### config.mk
export PLATFORM = sky130hd
export DESIGN_NAME = serial_crc_unit
export DESIGN_NICKNAME = d
export VERILOG_FILES = /design/src/rtl/crc_pkg.sv /design/src/rtl/crc_tx_gen.sv /design/src/rtl/crc_rx_chk.sv /design/src/rtl/serial_crc_unit.sv
export SDC_FILE = /design/constraint.sdc
export NUM_CORES = 1
export LEC_CHECK = 0
export CAP_MARGIN = 20
export CORE_MARGIN = 4
export CORE_UTILIZATION = 55
export CTS_BUF_LIST = sky130_fd_sc_hd__clkbuf_4 sky130_fd_sc_hd__clkbuf_8
export DETAILED_ROUTE_END_ITERATION = 6
export PLACE_DENSITY = 0.84
export SLEW_MARGIN = 20
export SYNTH_ARGS = -nofsm -noshare
export SYNTH_HDL_FRONTEND = slang
export SYNTH_HIERARCHICAL = 1
export SYNTH_SLANG_ARGS = --single-unit
### constraint.sdc
create_clock -name clk -period 2.9 [get_ports clk]
set_input_delay 0.725 -clock clk [delete_from_list [all_inputs] [get_ports clk]]
set_output_delay 0.725 -clock clk [all_outputs]
set_load 0.05 [all_outputs]
### src/rtl/crc_pkg.sv
// Shared constants, configuration types and the one-bit CRC update.
// Assumes a 16-bit register, with each data bit XORed into the top bit.
package crc_pkg;

    localparam int CRC_W = 16;
    localparam logic [CRC_W-1:0] POLY_CRC16 = 16'h8005;
    localparam logic [CRC_W-1:0] POLY_CCITT = 16'h1021;

    typedef enum logic [1:0] {
        FRAME_OFF  = 2'b00,
        FRAME_SYNC = 2'b01,
        FRAME_SDLC = 2'b10
    } frame_kind_t;

    typedef struct packed {
        frame_kind_t kind;
        logic        poly_b;
        logic        ones;
    } crc_cfg_t;

    localparam crc_cfg_t CFG_RESET = '{kind: FRAME_SYNC, poly_b: 1'b0, ones: 1'b0};

    // Map the two-bit mode pins onto a framing kind.
    function automatic frame_kind_t decode_kind(input logic [1:0] m);
        case (m)
            2'b00:   return FRAME_OFF;
            2'b01:   return FRAME_SYNC;
            default: return FRAME_SDLC;
        endcase
    endfunction

    // Choose the generator polynomial.
    function automatic logic [CRC_W-1:0] poly_of(input logic b);
        return b ? POLY_CCITT : POLY_CRC16;
    endfunction

    // Fold one bit into the register.
    function automatic logic [CRC_W-1:0] crc_step(input logic [CRC_W-1:0] r,
                                                  input logic d, input logic b);
        logic fb;
        fb = r[CRC_W-1] ^ d;
        return (r << 1) ^ (fb ? poly_of(b) : '0);
    endfunction

    // Residue that an inverted check field leaves: sixteen ones fed from zero.
    function automatic logic [CRC_W-1:0] sdlc_residue(input logic b);
        logic [CRC_W-1:0] r;
        r = '0;
        for (int i = 0; i < CRC_W; i++) r = crc_step(r, 1'b1, b);
        return r;
    endfunction

endpackage

### src/rtl/crc_tx_gen.sv
// Transmit CRC generator. Accumulates data bits, then on a send strobe shifts
// out the register from the top bit down, one bit per enable.
// Assumes data bits arrive only after start-of-frame and before the send strobe.
module crc_tx_gen
    import crc_pkg::*;
(
    input  logic     clk,
    input  logic     rst_n,
    input  logic     sof_i,
    input  crc_cfg_t cfg_i,
    input  logic     bit_valid_i,
    input  logic     bit_i,
    input  logic     send_i,
    output logic     out_valid_o,
    output logic     out_bit_o,
    output logic     done_o
);
    localparam int CNT_W = $clog2(CRC_W);
    localparam logic [CNT_W-1:0] LAST = CNT_W'(CRC_W - 1);

    crc_cfg_t         cfg_q;
    logic [CRC_W-1:0] crc_q;
    logic             sending_q;
    logic [CNT_W-1:0] cnt_q;

    // Frame start, accumulation and check-bit shifting.
    always_ff @(posedge clk) begin
        if (!rst_n) begin
            cfg_q       <= CFG_RESET;
            crc_q       <= '0;
            sending_q   <= 1'b0;
            cnt_q       <= '0;
            out_valid_o <= 1'b0;
            out_bit_o   <= 1'b0;
            done_o      <= 1'b0;
        end else begin
            out_valid_o <= 1'b0;
            done_o      <= 1'b0;
            if (sof_i) begin
                cfg_q     <= cfg_i;
                sending_q <= 1'b0;
                cnt_q     <= '0;
                if (cfg_i.kind != FRAME_OFF) crc_q <= {CRC_W{cfg_i.ones}};
            end else if (cfg_q.kind == FRAME_OFF) begin
                crc_q <= crc_q;
            end else if (sending_q) begin
                if (bit_valid_i) begin
                    out_valid_o <= 1'b1;
                    out_bit_o   <= crc_q[CRC_W-1] ^ (cfg_q.kind == FRAME_SDLC);
                    crc_q       <= crc_q << 1;
                    cnt_q       <= cnt_q + 1'b1;
                    if (cnt_q == LAST) begin
                        done_o    <= 1'b1;
                        sending_q <= 1'b0;
                        cnt_q     <= '0;
                    end
                end
            end else if (send_i) begin
                sending_q <= 1'b1;
                cnt_q     <= '0;
            end else if (bit_valid_i) begin
                crc_q <= crc_step(crc_q, bit_i, cfg_q.poly_b);
            end
        end
    end

    assert_done_with_bit_R5: assert property (@(posedge clk) disable iff (!rst_n)
        done_o |-> out_valid_o);
    assert_bit_needs_enable_R4: assert property (@(posedge clk) disable iff (!rst_n)
        out_valid_o |-> $past(bit_valid_i));
    assert_silent_after_done_R11: assert property (@(posedge clk) disable iff (!rst_n)
        done_o |=> !out_valid_o);
    assert_off_no_output_R10: assert property (@(posedge clk) disable iff (!rst_n)
        (cfg_q.kind == FRAME_OFF) |=> !out_valid_o);
endmodule

### src/rtl/crc_rx_chk.sv
// Receive CRC checker. Accumulates data and check bits, and on end-of-frame
// compares the register with zero or with the SDLC residue.
// Assumes the check field arrives top bit first, as the generator emits it.
module crc_rx_chk
    import crc_pkg::*;
(
    input  logic     clk,
    input  logic     rst_n,
    input  logic     sof_i,
    input  crc_cfg_t cfg_i,
    input  logic     bit_valid_i,
    input  logic     bit_i,
    input  logic     eof_i,
    output logic     err_valid_o,
    output logic     err_o
);
    crc_cfg_t         cfg_q;
    logic [CRC_W-1:0] crc_q;
    logic [CRC_W-1:0] crc_nxt;
    logic [CRC_W-1:0] expect_val;

    // Register value including any bit of this cycle, and the pass value.
    always_comb begin
        crc_nxt    = bit_valid_i ? crc_step(crc_q, bit_i, cfg_q.poly_b) : crc_q;
        expect_val = (cfg_q.kind == FRAME_SDLC) ? sdlc_residue(cfg_q.poly_b) : '0;
    end

    // Frame start, accumulation and verdict.
    always_ff @(posedge clk) begin
        if (!rst_n) begin
            cfg_q       <= CFG_RESET;
            crc_q       <= '0;
            err_valid_o <= 1'b0;
            err_o       <= 1'b0;
        end else begin
            err_valid_o <= 1'b0;
            if (sof_i) begin
                cfg_q <= cfg_i;
                if (cfg_i.kind != FRAME_OFF) crc_q <= {CRC_W{cfg_i.ones}};
            end else if (cfg_q.kind != FRAME_OFF) begin
                crc_q <= crc_nxt;
                if (eof_i) begin
                    err_valid_o <= 1'b1;
                    err_o       <= (crc_nxt != expect_val);
                end
            end
        end
    end

    assert_verdict_after_eof_R9: assert property (@(posedge clk) disable iff (!rst_n)
        (eof_i && !sof_i && cfg_q.kind != FRAME_OFF) |=> err_valid_o);
    assert_verdict_held_R9: assert property (@(posedge clk) disable iff (!rst_n)
        !err_valid_o |-> $stable(err_o));
    assert_off_no_verdict_R10: assert property (@(posedge clk) disable iff (!rst_n)
        (cfg_q.kind == FRAME_OFF) |=> !err_valid_o);
endmodule

### src/rtl/serial_crc_unit.sv
// Top of the serial CRC unit: decodes the shared configuration pins and
// feeds them to the transmit generator and the receive checker.
// Assumes configuration pins are steady at each side's start-of-frame.
module serial_crc_unit
    import crc_pkg::*;
(
    input  logic       clk,
    input  logic       rst_n,
    input  logic [1:0] mode_i,
    input  logic       poly_sel_i,
    input  logic       preset_ones_i,
    input  logic       tx_sof_i,
    input  logic       tx_bit_valid_i,
    input  logic       tx_bit_i,
    input  logic       tx_send_crc_i,
    output logic       tx_out_valid_o,
    output logic       tx_out_bit_o,
    output logic       tx_crc_done_o,
    input  logic       rx_sof_i,
    input  logic       rx_bit_valid_i,
    input  logic       rx_bit_i,
    input  logic       rx_eof_i,
    output logic       rx_err_valid_o,
    output logic       rx_crc_err_o
);
    crc_cfg_t cfg_w;

    // Pack the configuration pins into one record.
    always_comb begin
        cfg_w.kind   = decode_kind(mode_i);
        cfg_w.poly_b = poly_sel_i;
        cfg_w.ones   = preset_ones_i;
    end

    crc_tx_gen u_tx (
        .clk         (clk),
        .rst_n       (rst_n),
        .sof_i       (tx_sof_i),
        .cfg_i       (cfg_w),
        .bit_valid_i (tx_bit_valid_i),
        .bit_i       (tx_bit_i),
        .send_i      (tx_send_crc_i),
        .out_valid_o (tx_out_valid_o),
        .out_bit_o   (tx_out_bit_o),
        .done_o      (tx_crc_done_o)
    );

    crc_rx_chk u_rx (
        .clk         (clk),
        .rst_n       (rst_n),
        .sof_i       (rx_sof_i),
        .cfg_i       (cfg_w),
        .bit_valid_i (rx_bit_valid_i),
        .bit_i       (rx_bit_i),
        .eof_i       (rx_eof_i),
        .err_valid_o (rx_err_valid_o),
        .err_o       (rx_crc_err_o)
    );
endmodule

After elaboration in Yosys (flattened, before gate mapping)
Cells that the tools add are included.
W data, S select, Z words.
{"block": "classes", "eq_ne": 11, "bitwise_logic": 27, "n_addsub": 1, "reduce_logical": 16, "n_mux": 42}
{"op": "$mux W16", "n": 29}
{"op": "$xor A16 B16 Y16", "n": 17}
{"op": "$mux W4", "n": 4}
{"op": "$ne A16 B16 Y1", "n": 1}
{"op": "$mux W15", "n": 1}
{"op": "$reduce_bool A2 Y1", "n": 4}
{"op": "$mux W1", "n": 7}
{"op": "$not A1 Y1", "n": 7}
{"op": "$reduce_and A3 Y1", "n": 2}
{"op": "$reduce_and A5 Y1", "n": 1}
{"op": "$reduce_or A5 Y1", "n": 1}
{"op": "$add A4 B1 Y4 const B", "n": 1}
{"op": "$eq A2 B2 Y1 const B", "n": 2}
{"op": "$eq A4 B4 Y1 const B", "n": 1}
{"op": "$logic_not A2 Y1", "n": 2}
{"op": "$ne A2 B1 Y1 const B", "n": 2}
{"op": "$ne A2 B2 Y1 const B", "n": 2}
{"op": "$pmux W2 S2", "n": 1}
{"op": "$reduce_and A4 Y1", "n": 1}
{"op": "$reduce_or A4 Y1", "n": 1}
{"op": "$ne A3 B2 Y1 const B", "n": 1}
{"op": "$ne A3 B3 Y1 const B", "n": 1}
{"op": "$reduce_bool A3 Y1", "n": 1}
{"op": "$reduce_or A3 Y1", "n": 1}
{"op": "other kinds (4)", "n": 6}
{"block": "word_totals", "out_inout_bits": 5, "in_bits": 14, "ff_bits": 48, "elab_cells": 110}

Logic depth before layout (Yosys ltp)
{"block": "depth", "depth_word": 33, "ltp_mapped": 8}

Cells and area by module
Netlist, hierarchy kept.
{"mod": "crc_tx_gen", "cells_each": 143, "area_per_inst_um2": 1257.5, "seq_area_each_um2": 540.5, "instances": 1}
{"mod": "crc_rx_chk", "cells_each": 140, "area_per_inst_um2": 1174.9, "seq_area_each_um2": 420.4, "instances": 1}
{"mod": "serial_crc_unit", "cells_each": 2, "area_per_inst_um2": 10.0, "seq_area_each_um2": 0.0, "instances": 1}

Worst setup path before layout
Ideal clock, no wire load.
{"block": "synth_path", "kind": "input -> register", "start": "in rx_bit_valid_i", "end": "reg u_rx.err_o", "cell_stages": 7, "arrival_time_ps": 1882, "slack_ps": 893, "setup_time_ps": 126, "path_buffers": 1, "required_time_ps": 2774, "path_cell_list": "buf_2 > and4b_2 > a31oi_1 > o211ai_1 > or3_1 > a21boi_0 > o31ai_1"}
{"block": "synth_via", "elab_chain_cells": 2}
{"item": "start: declaration", "line_no": "serial_crc_unit.sv:20", "rtl": "input logic rx_bit_valid_i,"}
{"item": "$mux W16", "line_no": "crc_rx_chk.sv:24", "rtl": "crc_nxt = bit_valid_i ? crc_step(crc_q, bit_i, cfg_q.poly_b) : crc_q;"}
{"item": "$ne A16 B16 Y1", "line_no": "crc_rx_chk.sv:44", "rtl": "err_o <= (crc_nxt != expect_val);"}
{"item": "end signal: assignment", "line_no": "crc_rx_chk.sv:44"}
{"item": "end: declaration", "line_no": "crc_rx_chk.sv:15", "rtl": "output logic err_o"}
Every way passes these cells.
A chain may end at the register's enable or synchronous reset.

==> reports/metrics.yaml <==
sta:
  finalCritPeriodShare: 0.806
  fin_crit_ns: 2.34
  skew_ns: 0.0136
  slew_viol_final: 0
  max_slew.worst_pin.slew_ns: 0.631
  setup_tns_ns: 0
  hold_viol: 0
  fmax_mhz: 428
  rsz0062_at_grt: "false"
  finalSetupViolations: 0
  relSlewSlack: 0.578
synthesis:
  synth_warnings: 6
  async_reset_ff_frac: 0
  synth_edf_count: 0
  ys_ff_latch: 48
  synth_nets: 300
  avgSynthCellArea_um2: 8.57
  synthCells: 285
  synthFlopType: "dfxtp_1"
  netlist_area_um2: 2440
  yosysSeqAreaShare: 0.393
  ys_types: 50
die:
  start_util: 0.589
  core_area_um2: 4140
  die_area_um2: 5570
  rows: 23
  die_width_um: 74.6
  ios: 19
  die_y_um: 74.6
pwr:
  p_comb_frac: 0.191
  leakage_nw: 1.16
  ir_drop_mv: 0.357
  power.share.sequential: 0.521
  total_power_mw: 1.47
  switching_share: 0.282
  power.internal_mw: 1.05
  switchingPower_uw: 414
  p_per_area_nw_per_um2: 533
  power.share.clock: 0.288
worst_setup_path:
  required_ns: 3.13
  worst_r2r_path_depth: 5
  worst_setup_path_end_kind: "flop"
  reg2reg_from: "u_tx/sending_q"
  rrSetupSlack_ns: 1.10
  slowest_delay_ns: 0.57
  cp_cell_sequence: "clkdlybuf4s50_1 -> nor2b_1 -> nand2b_1 -> o32ai_1 -> o21a_1 -> o21ai_0 -> a21oi_1"
  critPathKind: "primary input to flop"
  cp-start-kind: "primary input"
  crit_buf_inv: 1
  path_max_fanout: 9
  rr_endpoint: "u_tx/crc_q[7]"
  arrival_ns: 2.56
  critPathSlowestCell: "clkdlybuf4s50_1"
  cp_top_family: "compound AO/OA/AOI/OAI gates"
worst_hold_path:
  min_path_type: "flop to flop"
  whs_path_depth: 1
  min_from: "u_tx/crc_q[6]"
  min_to: "u_tx/crc_q[6]"
global_routing:
  grt_usage: 0.204
  grt_pass1_vias: 1935
  grt_overflow: 0
  grt_max_degree: 25
  antenna_found_initial: 0
  grt_pass1_wl_um: 8800
clock_tree:
  clock-root-buffer: "clkbuf_8"
  cts_resized: 0
  cts_tree: "built"
  htree_num_levels: 2
  clock_path_buffers: 2
  cts_hold_buffers: 0
  clkLatencyLatePin_ns: 0.30
  cts-buffers-inserted: 5
  cts_sinks: 48
  cts_setup_buffers: 0
  path_clk_slew_ns: 0.07
placement:
  port_buffers: 18
  dp_hpwl_um: 3770
  gp_congestion: 0.898
final_layout:
  nets: 315
  layout-drive-gt1-share: 0.0897
  diodes: 0
  fin_util: 0.665
  syn_to_final_growth_pct: 12.8
drt:
  drc: 0
  wl_per_cell_um: 15.0
  num_vias: 2178
  viasPerCell: 6.21
  routed_wl_um: 5280
  firstDrtPassIters: 4
  ant_nets: 0
  drt_iter0_markers: 214
outcome:
  status: "finished, final reports clean"
flow_run:
  drv_cap: 0
power groups by stage:
| stage | clock network (mW) | registers [mW] | logic (mW) |
|---|---|---|---|
| detailed placement | 0 | 0.779 | 0.279 |
| global route | 0.467 | 0.773 | 0.312 |
| floorplan | 0 | 0.775 | 0.202 |
| CTS | 0.432 | 0.763 | 0.281 |
| global placement | 0 | 0.776 | 0.271 |
| finish | 0.423 | 0.765 | 0.281 |
kinds of logic after synthesis:
kind of cell,after synthesis,share of synthesized area
AOI/OAI and AO/OA,111,0.306
xor gates and xnor gates,6,0.0246
adders and majority gates,1,0.00512
buffers and inverters,26,0.0502
DFF,48,0.393
muxes,12,0.0502
and+or+nand+nor,81,0.170
sequential cells by signal, summed over array words and instances, names as in the netlist:
signal,count
u_tx/out_bit_o,1
u_tx/done_o,1
u_rx/err_valid_o,1
u_tx/cfg_q,3
u_tx/sending_q,1
u_tx/crc_q,16
u_tx/out_valid_o,1
u_rx/cfg_q,3
u_rx/crc_q,16
u_rx/err_o,1
u_tx/cnt_q,4
cell usage after synthesis, types with 3 or more instances:
cell      count  area, um2
o21ai_0      21        105
o21ai_1       5       25.0
nand2_1      30        113
xnor2_1       4       35.0
o211ai_1      6       45.0
nor2b_1       7       43.8
nand3_1       5       25.0
o22ai_1      10       62.6
a21boi_0      3       22.5
nor2_1       13       48.8
nor3_1        4       20.0
inv_1         7       26.3
buf_2         5       25.0
a31oi_1       5       31.3
dfxtp_1      48        961
and2_1        3       18.8
mux2i_1      10        100
a21oi_1      29        145
buf_4         3       22.5
or3_1         4       25.0
o211a_1      18        180
clkbuf_1     10       37.5
worst max path at each step:
stage / startpoint / to / slack (ns) / cells past startpoint
after floorplan: rx_bit_valid_i / u_rx/err_o / 0.89 / 7
after global placement: rx_bit_valid_i / u_rx/err_o / 0.37 / 6
after detailed placement: mode_i[1] / u_rx/crc_q[8] / 0.32 / 7
after CTS: mode_i[1] / u_rx/crc_q[9] / 0.61 / 7
after global routing: mode_i[1] / u_rx/crc_q[8] / 0.39 / 7
final: mode_i[1] / u_rx/crc_q[9] / 0.56 / 7
area by class of cell:
cell class / count / area (um2)
clock buffer: 8 / 97.6
fill: 354 / 1390
inverter: 7 / 26.3
multi-input combinational: 211 / 1360
sequential: 48 / 961
tap: 50 / 62.6
timing repair buffer: 27 / 248
layout by cell type, fill, tap and decap left out, types with 9 or more instances in the layout:
master,netlist,layout
a21oi_1,29,29
buf_4,3,9
o21ai_0,21,21
nor2_1,13,13
mux2i_1,10,10
clkdlybuf4s50_1,0,18
o22ai_1,10,10
o211a_1,18,18
nand2_1,30,30
dfxtp_1,48,48
per-stage QoR:
step / cells / instance area, um2 / worst slack [ns] / hold slack [ns]
after floorplan: 285 / 2440 / 0.893 / 0.457
after global placement: 343 / 2660 / 0.370 / 0.480
after detailed placement: 343 / 2660 / 0.323 / 0.488
after CTS: 351 / 2750 / 0.615 / 0.507
after global routing: 351 / 2750 / 0.389 / 0.524
final: 351 / 2750 / 0.562 / 0.503
routing by layer:
metal / wire length, um / up-vias / global-route usage
met2: 2470 / 66 / 0.325
li1: - / 1087 / -
met1: 2400 / 1016 / 0.270
met3: 342 / 9 / 0.0587
met5: 0 / - / 0
met4: 63 / 0 / 0.0613
No activity file was read; power rests on OpenSTA's default activity.
